===== config.mk =====
export PLATFORM = sky130hd
export DESIGN_NAME = exc_frame_pusher
export DESIGN_NICKNAME = d
export VERILOG_FILES = /design/src/rtl/efp_pkg.sv /design/src/rtl/efp_frame_regs.sv /design/src/rtl/efp_seq.sv /design/src/rtl/efp_wport.sv /design/src/rtl/exc_frame_pusher.sv
export SDC_FILE = /design/constraint.sdc
export NUM_CORES = 1
export LEC_CHECK = 0
export BUFFER_PORTS_ARGS = -buffer_cell sky130_fd_sc_hd__buf_2
export CAP_MARGIN = 20
export CORE_UTILIZATION = 50
export CTS_CLUSTER_DIAMETER = 50
export DETAILED_ROUTE_END_ITERATION = 8
export GPL_TIMING_DRIVEN = 0
export PLACE_DENSITY = 0.79
export SYNTH_ARGS = -nofsm -noshare
export SYNTH_HDL_FRONTEND = slang
export SYNTH_HIERARCHICAL = 1
export SYNTH_SLANG_ARGS = --single-unit

===== constraint.sdc =====
create_clock -name clk -period 10.6 [get_ports clk]
set_input_delay 2.12 -clock clk [delete_from_list [all_inputs] [get_ports clk]]
set_output_delay 2.12 -clock clk [all_outputs]
set_load 0.02 [all_outputs]

===== src/rtl/efp_pkg.sv =====
package efp_pkg;
  localparam int FRAME_WORDS = 8;
  localparam int WORD_BYTES  = 4;
  localparam int IDX_W       = $clog2(FRAME_WORDS);

  typedef enum logic [1:0] {
    ST_IDLE = 2'd0,
    ST_PUSH = 2'd1,
    ST_DONE = 2'd2
  } seq_state_e;
endpackage


===== src/rtl/efp_frame_regs.sv =====
// Holds the eight captured context words; slot k is the word stored at
// byte offset 4*k above the new stack pointer.
module efp_frame_regs
  import efp_pkg::*;
#(
  parameter int DATA_W = 32
) (
  input  logic              clk,
  input  logic              rst,
  input  logic              cap_en_i,
  input  logic [DATA_W-1:0] words_i [FRAME_WORDS],
  input  logic [IDX_W-1:0]  rd_idx_i,
  output logic [DATA_W-1:0] rd_data_o
);
  logic [DATA_W-1:0] slot_q [FRAME_WORDS];

  always_ff @(posedge clk) begin
    if (rst) begin
      for (int k = 0; k < FRAME_WORDS; k++) slot_q[k] <= '0;
    end else if (cap_en_i) begin
      for (int k = 0; k < FRAME_WORDS; k++) slot_q[k] <= words_i[k];
    end
  end

  assign rd_data_o = slot_q[rd_idx_i];
endmodule


===== src/rtl/efp_seq.sv =====
// Frame sequencer: accepts start when idle, counts the slot index down
// on each handshake, and produces the completion pulse and new SP.
module efp_seq
  import efp_pkg::*;
#(
  parameter int ADDR_W = 32
) (
  input  logic              clk,
  input  logic              rst,
  input  logic              start_i,
  input  logic [ADDR_W-1:0] sp_i,
  input  logic              hs_i,
  output logic              accept_o,
  output logic              step_o,
  output logic              finish_o,
  output logic [IDX_W-1:0]  idx_o,
  output logic              done_o,
  output logic [ADDR_W-1:0] sp_o
);
  localparam logic [ADDR_W-1:0] FRAME_BYTES = ADDR_W'(FRAME_WORDS * WORD_BYTES);
  localparam logic [IDX_W-1:0]  TOP_IDX     = IDX_W'(FRAME_WORDS - 1);

  seq_state_e        state_q;
  logic [IDX_W-1:0]  idx_q;
  logic [ADDR_W-1:0] base_q;
  logic              last;

  assign last     = (idx_q == '0);
  assign accept_o = (state_q == ST_IDLE) && start_i;
  assign step_o   = (state_q == ST_PUSH) && hs_i && !last;
  assign finish_o = (state_q == ST_PUSH) && hs_i && last;
  assign idx_o    = idx_q;

  always_ff @(posedge clk) begin
    if (rst) begin
      state_q <= ST_IDLE;
      idx_q   <= '0;
      base_q  <= '0;
      done_o  <= 1'b0;
      sp_o    <= '0;
    end else begin
      done_o <= finish_o;
      if (finish_o) sp_o <= base_q;
      unique case (state_q)
        ST_IDLE: if (start_i) begin
          state_q <= ST_PUSH;
          idx_q   <= TOP_IDX;
          base_q  <= sp_i - FRAME_BYTES;
        end
        ST_PUSH: if (hs_i) begin
          if (last) state_q <= ST_DONE;
          else      idx_q   <= idx_q - 1'b1;
        end
        ST_DONE: state_q <= ST_IDLE;
        default: state_q <= ST_IDLE;
      endcase
    end
  end

  // completion is a single-cycle pulse
  p_done_pulse_r5: assert property (@(posedge clk) disable iff (rst)
    done_o |=> !done_o);

  // a stalled frame keeps its place regardless of start_i
  p_no_restart_r7: assert property (@(posedge clk) disable iff (rst)
    (state_q == ST_PUSH && !hs_i) |=> (state_q == ST_PUSH && idx_q == $past(idx_q)));
endmodule


===== src/rtl/efp_wport.sv =====
// Registered write port: presents the current address/data pair.
module efp_wport
  import efp_pkg::*;
#(
  parameter int ADDR_W = 32,
  parameter int DATA_W = 32
) (
  input  logic              clk,
  input  logic              rst,
  input  logic              accept_i,
  input  logic              step_i,
  input  logic              finish_i,
  input  logic [ADDR_W-1:0] sp_i,
  input  logic [DATA_W-1:0] first_data_i,
  input  logic [DATA_W-1:0] next_data_i,
  output logic              valid_o,
  output logic [ADDR_W-1:0] addr_o,
  output logic [DATA_W-1:0] data_o
);
  localparam logic [ADDR_W-1:0] STEP = ADDR_W'(WORD_BYTES);

  always_ff @(posedge clk) begin
    if (rst) begin
      valid_o <= 1'b0;
      addr_o  <= '0;
      data_o  <= '0;
    end else if (accept_i) begin
      valid_o <= 1'b1;
      addr_o  <= sp_i - STEP;
      data_o  <= first_data_i;
    end else if (step_i) begin
      addr_o  <= addr_o - STEP;
      data_o  <= next_data_i;
    end else if (finish_i) begin
      valid_o <= 1'b0;
    end
  end

  // each non-final acceptance moves down by one word
  p_step_down_r3: assert property (@(posedge clk) disable iff (rst)
    step_i |=> (valid_o && addr_o == $past(addr_o) - STEP));
endmodule


===== src/rtl/exc_frame_pusher.sv =====
module exc_frame_pusher
  import efp_pkg::*;
#(
  parameter int ADDR_W = 32,
  parameter int DATA_W = 32
) (
  input  logic              clk,
  input  logic              rst,
  input  logic              start_i,
  input  logic [ADDR_W-1:0] sp_i,
  input  logic [DATA_W-1:0] r0_i,
  input  logic [DATA_W-1:0] r1_i,
  input  logic [DATA_W-1:0] r2_i,
  input  logic [DATA_W-1:0] r3_i,
  input  logic [DATA_W-1:0] r12_i,
  input  logic [DATA_W-1:0] lr_i,
  input  logic [DATA_W-1:0] pc_i,
  input  logic [DATA_W-1:0] psr_i,
  output logic              mem_valid_o,
  input  logic              mem_ready_i,
  output logic [ADDR_W-1:0] mem_addr_o,
  output logic [DATA_W-1:0] mem_data_o,
  output logic [ADDR_W-1:0] sp_o,
  output logic              done_o
);
  logic [DATA_W-1:0] frame_words [FRAME_WORDS];
  logic              hs, accept, step, finish;
  logic [IDX_W-1:0]  idx, rd_idx;
  logic [DATA_W-1:0] rd_data;

  // slot order is the memory layout: slot k sits at new SP + 4*k
  assign frame_words[0] = r0_i;
  assign frame_words[1] = r1_i;
  assign frame_words[2] = r2_i;
  assign frame_words[3] = r3_i;
  assign frame_words[4] = r12_i;
  assign frame_words[5] = lr_i;
  assign frame_words[6] = pc_i;
  assign frame_words[7] = psr_i;

  assign hs     = mem_valid_o && mem_ready_i;
  assign rd_idx = idx - 1'b1;

  efp_seq #(.ADDR_W(ADDR_W)) seq_i (
    .clk(clk), .rst(rst), .start_i(start_i), .sp_i(sp_i), .hs_i(hs),
    .accept_o(accept), .step_o(step), .finish_o(finish), .idx_o(idx),
    .done_o(done_o), .sp_o(sp_o)
  );

  efp_frame_regs #(.DATA_W(DATA_W)) regs_i (
    .clk(clk), .rst(rst), .cap_en_i(accept), .words_i(frame_words),
    .rd_idx_i(rd_idx), .rd_data_o(rd_data)
  );

  efp_wport #(.ADDR_W(ADDR_W), .DATA_W(DATA_W)) wport_i (
    .clk(clk), .rst(rst), .accept_i(accept), .step_i(step), .finish_i(finish),
    .sp_i(sp_i), .first_data_i(psr_i), .next_data_i(rd_data),
    .valid_o(mem_valid_o), .addr_o(mem_addr_o), .data_o(mem_data_o)
  );

  // first write is the status word just below the old stack pointer
  p_first_write_r2: assert property (@(posedge clk) disable iff (rst)
    accept |=> (mem_valid_o && mem_addr_o == $past(sp_i) - ADDR_W'(WORD_BYTES)
                && mem_data_o == $past(psr_i)));

  // request held under backpressure
  p_hold_r4: assert property (@(posedge clk) disable iff (rst)
    (mem_valid_o && !mem_ready_i) |=> (mem_valid_o && $stable(mem_addr_o) && $stable(mem_data_o)));

  // completion follows the last write; new SP is the last write address
  p_done_sp_r5: assert property (@(posedge clk) disable iff (rst)
    finish |=> (done_o && sp_o == $past(mem_addr_o)));

  // valid and done are exclusive
  p_excl_r9: assert property (@(posedge clk) disable iff (rst)
    !(mem_valid_o && done_o));
endmodule


# Word level (Yosys, flattened, before mapping)
# Memory sizes are Yosys's and may differ from the RTL's.
# Cells that the tools add are included.
# totals
reg_bits	135
latchBits	0
ram_bits	256
romBits	0
in_bits	292
n_memories	1
# classes
addsub	4
n_mul	0
div_mod_pow	0
magnitude_cmp	0
n_eq_ne	6
shifts	0
mux	28
bitwise_logic	8
n_reduce_logical	15
# mem_list
name	words	width	read_ports	rd_ports_with_merged_regs	wr	line_no	rtl
regs_i.slot_q	8	32	1	0	8	efp_frame_regs.sv:15	logic [DATA_W-1:0] slot_q [FRAME_WORDS];
# ops
op	n
32-bit two-way mux	12
32-bit by 3-bit subtractor with 32-bit output (second input constant)	2
32-bit by 6-bit subtractor with 32-bit output (second input constant)	1
3-bit two-way mux	3
1-bit two-way mux	8
1-bit OR	8
2-bit two-way mux	3
2-bit inequality test (second input constant)	3
3-bit one-hot mux with 2 select lines	1
2-bit nonzero test	3
1-bit logical AND	5
2-bit by 1-bit inequality test with 1-bit output (second input constant)	2
2-bit one-hot mux with 2 select lines	1
2-bit AND reduction	2
4-bit AND reduction	1
3-bit zero test	1
3-bit AND reduction	1
3-bit by 1-bit subtractor with 3-bit output (second input constant)	1
2-bit by 1-bit == test with 1-bit output (second input constant)	1
2-bit zero test	1
1-bit zero test	1

# Longest topological paths before layout
# depth
depth_word	6
mapped_depth	18
ltp_nobuf	10

# Cells and area by module
# The synthesis kept the hierarchy.
# by_module_without_submodules
mod	n_inst	cells_per_inst	area_each_um2	seq_area_each_um2
efp_frame_regs	1	656	11486.0	7687.4
efp_wport	1	493	3950.0	1301.2
efp_seq	1	368	2946.6	1401.3
exc_frame_pusher	1	6	38.8	0.0

# Least setup slack after synthesis
# OpenSTA, ideal clock, no wires.
# synth_path
path_kind	input port to flip-flop
startpoint	input port start_i
endpoint	memory regs_i.slot_q[0][0] (enable)
arrival_time_ns	5.827
t_required_ns	10.089
slack_ns	4.262
cell_stages	4
path_cell_list	nand2_1 > clkinv_1 > clkbuf_1 > or2_2
# synth_lines
element	line_no	rtl
from (decl)	exc_frame_pusher.sv:9	input logic start_i,
to (decl)	efp_frame_regs.sv:15	

# Final worst setup path
# layout_path
startpoint	input port start_i
endpoint	register wport_i.addr_o[30]
# layout_between
elab_chain_len	2
# layout_lines
element	line_no	rtl
1-bit logical AND *	efp_seq.sv:29	assign accept_o = (state_q == ST_IDLE) && start_i;
net accept	exc_frame_pusher.sv:27	logic hs, accept, step, finish;
32-bit two-way mux or 2-bit nonzero test (tied branches)	n/a	
to (signal assigned)	efp_wport.sv:29	addr_o <= sp_i - STEP;
to (signal assigned)	efp_wport.sv:32	addr_o <= addr_o - STEP;
to (decl)	efp_wport.sv:17	output logic [ADDR_W-1:0] addr_o,
# The timed path passes the listed nets; every way through them passes the cells marked *.
# A chain may end at the register's enable or synchronous reset.

==> results.cfg <==
[outcome]
status = complete, no violations

[critical_path]
start_kind = input pin
cp_max_fo = 12
worst_ep_arrival_time_ps = 7860
crit_type = input pin to register
end_kind = register
path_buf_inv = 10
max_stage_delay_ps = 810
path_cells = buf_2, nand2_1, clkinv_1, clkbuf_1, buf_6, clkbuf_1, buf_2, buf_2, clkbuf_1, clkbuf_1, mux2i_1, ha_1, o221a_2, and4_1, buf_2, and4_1, xor2_1, a211oi_1
crit_family = buffers and inverters
cp_slowest_cell = clkbuf_1
cp.required_ps = 11070

[yosys]
syn-instance-count = 1523
synth_top_cell_by_area = edfxtp_1
synth.most_common_cell = edfxtp_1
syn_area_um2 = 18400
synth-async-reset-ratio_pct = 0
syn_area_per_cell_um2 = 12.1
synth_top_area_share_pct = 41.7
synthDistinctLibCells = 66
synth_common_cells = 256 x edfxtp_1, 195 x and2_1, 135 x dfxtp_1, 117 x nor2_1, 98 x nand2_1
synth-seq-area-share_pct = 56.4
ys_ff_latch = 391
ys.flop_type = edfxtp_1
ys_warn_count = 6
synth-edff-count = 256
yosys-top-cells-area = edfxtp_1 42%, dfxtp_1 15%, and2_1 6.6%
syn_nets = 1820

[die]
start_util_pct = 51.3
dieHeight_um = 194
ios = 390
dieWidth_um = 194
rows = 69
dieArea_um2 = 37600
core_um2 = 35900

[timing]
setup_viol = 0
max_slew_margin_pct = 26.8
timing.final.ws_setup_ps = 3210
min_period_ps = 7390
worst_pin_slew_ps = 1100
skew_ps = 23.3
slew_violations = 0
fin_crit_sh_pct = 69.7
fin_tns_setup_ps = 0
fmax_ghz = 0.135
hold_viol = 0
rsz0062_at_grt = false

[pwr]
ir_drop_v = 0.000121
leakage_nw = 9.17
power.density_nw_per_um2 = 176

[cells_and_area]
final_core_util_pct = 63.0
regArea_um2 = 10400
fill_cells = 2850
multi_input_area_um2 = 7500
drive_gt1_share_pct = 28.5
nets = 2261
syn2layout_area_growth_pct = 22.9
design_area_um2 = 22600

[worst_hold_path]
min_path_type = register to register

[route]
vias_per_cell = 5.73
first_iter_violations = 1292
vias = 14205
wire_per_inst_um = 22.7
antenna_left = 0
wl_mm = 56.2
drc_errors = 0
firstDrtPassIters = 6

[placement]
dpl.hpwl_mm = 40.8
io_buffers = 389
place_area_um2 = 21100
dp_worst_setup_slack_ps = 2780
gp_congestion = 0.928

[grt]
grt_overflow = 0
antenna_found_initial = 16
grt_use_total_pct = 29.2
grt_pass1_vias = 14080
grt_pass1_wl_mm = 82.6
grt_max_degree = 75

[clock_network]
post_cts_resize_count = 0
cts_hold_buf = 0
root_buffer = clkbuf_16
htreeDepth = 2
cts_tree = done
clock-sinks = 391
cts_setup_buffers = 0
cts_buffers = 46
clkLatencyLatePin_ps = 580
cts_buffer_depth = 3
clkTransAtPathRegs_ps = 60

[job]
maxCapViolations = 0
[cell type report]
| class | count | area share, % |
|---|---|---|
| flip-flops and latches | 391 | 45.9 |
| multi-input cells | 1012 | 33.2 |
| diodes | 16 | 0.177 |
| well taps | 461 | 2.55 |
| inverters | 14 | 0.232 |
| clock inverters | 23 | 1.14 |
| plain buffers | 106 | 2.11 |
| clock buffers | 62 | 5.67 |
| repair buffers | 393 | 9.09 |
[final timing paths]
check	startpoint	end	slack, ps	cells after the start
min	seq_i/sp_o[8]$_SDFFE_PP0P_	seq_i/sp_o[8]$_SDFFE_PP0P_	450	2
min reg2reg	seq_i/sp_o[8]$_SDFFE_PP0P_	seq_i/sp_o[8]$_SDFFE_PP0P_	450	2
max reg2reg	seq_i/state_q[1]$_SDFFE_PP0P_	wport_i/addr_o[30]$_SDFFE_PP0N_	4390	18
max	start_i	wport_i/addr_o[30]$_SDFFE_PP0N_	3210	18
[cells by family (layout without fill, tap and decap cells)]
family                   after synthesis  count (layout)  synth area share [%]
buffers and inverters                120             598                  2.87
flip-flops                           391             391                  56.4
other                                  0              16                     0
AO/OA/AOI/OAI                        207             207                  6.87
AND/OR/NAND/NOR                      607             607                  18.0
XOR/XNOR                              50              50                  2.38
adder cells (fa/ha/maj)                5               5                 0.340
multiplexers                         143             143                  13.2
[registers in the layout, summed over array words and instances, names as in the netlist]
register / cells
wport_i/valid_o: 1
seq_i/state_q: 2
seq_i/base_q: 32
seq_i/done_o: 1
wport_i/data_o: 32
regs_i/slot_q: 256
seq_i/sp_o: 32
seq_i/idx_o: 3
wport_i/addr_o: 32
[cells in the final DEF (no fill, tap or decap), types with 5 or more instances in the layout]
master      instances
buf_2             404
edfxtp_1          256
and2_1            195
dfxtp_1           135
nor2_1            117
nand2_1            98
a21oi_1            88
clkbuf_1           85
nor2b_1            69
clkbuf_16          47
mux2i_1            43
mux4_1             40
mux2_2             36
o21ai_0            30
xnor2_1            26
nor3_1             25
xor2_1             24
mux4_2             24
a211oi_1           23
diode_2            16
a31oi_1            15
o31ai_1            14
or3_1              14
nand3_1            14
inv_1              13
or4_1              12
nand4_1            11
nor3b_1             9
buf_6               8
buf_1               8
or2_2               8
o22ai_1             8
clkinvlp_4          6
ha_1                5
clkbuf_8            5
nand2b_1            5
a21o_1              5
[worst reg2reg max path, delay by kind of cell (launching register included)]
family / cells / cell delay, ps
fa+ha+maj: 1 / 280
buf+inv: 9 / 3760
compound gates: 2 / 590
mux: 1 / 290
simple gates: 4 / 790
xor+xnor: 1 / 70
flops: 1 / 350
[through the flow]
| stage | hold slack (ps) | cells | power (mW) |
|---|---|---|---|
| finish | 450 | 2478 | 4.00 |
| CTS | 453 | 2462 | 4.01 |
| detailed placement | 445 | 2377 | 2.43 |
| floorplan | 429 | 1523 | 2.19 |
| global route | 471 | 2474 | 4.12 |
| global placement | 442 | 2373 | 2.41 |
[report_power, final]
| group | leakage [nW] | switching, mW | total, mW | internal, mW |
|---|---|---|---|---|
| clock | 0.732 | 0.653 | 1.59 | 0.935 |
| sequential | 3.86 | 0.0476 | 1.79 | 1.74 |
| combinational | 4.58 | 0.346 | 0.616 | 0.270 |
[routing by layer]
metal | vias to the layer above | GRT usage, % | part of all wire, %
li1 | 6471 | - | -
met1 | 6882 | 36.5 | 39
met2 | 714 | 50.3 | 50
met3 | 132 | 4.70 | 7.8
met4 | 6 | 12.8 | 4.0
met5 | - | 0 | 0.082
Note: power is estimated with default switching activity, not from simulation.
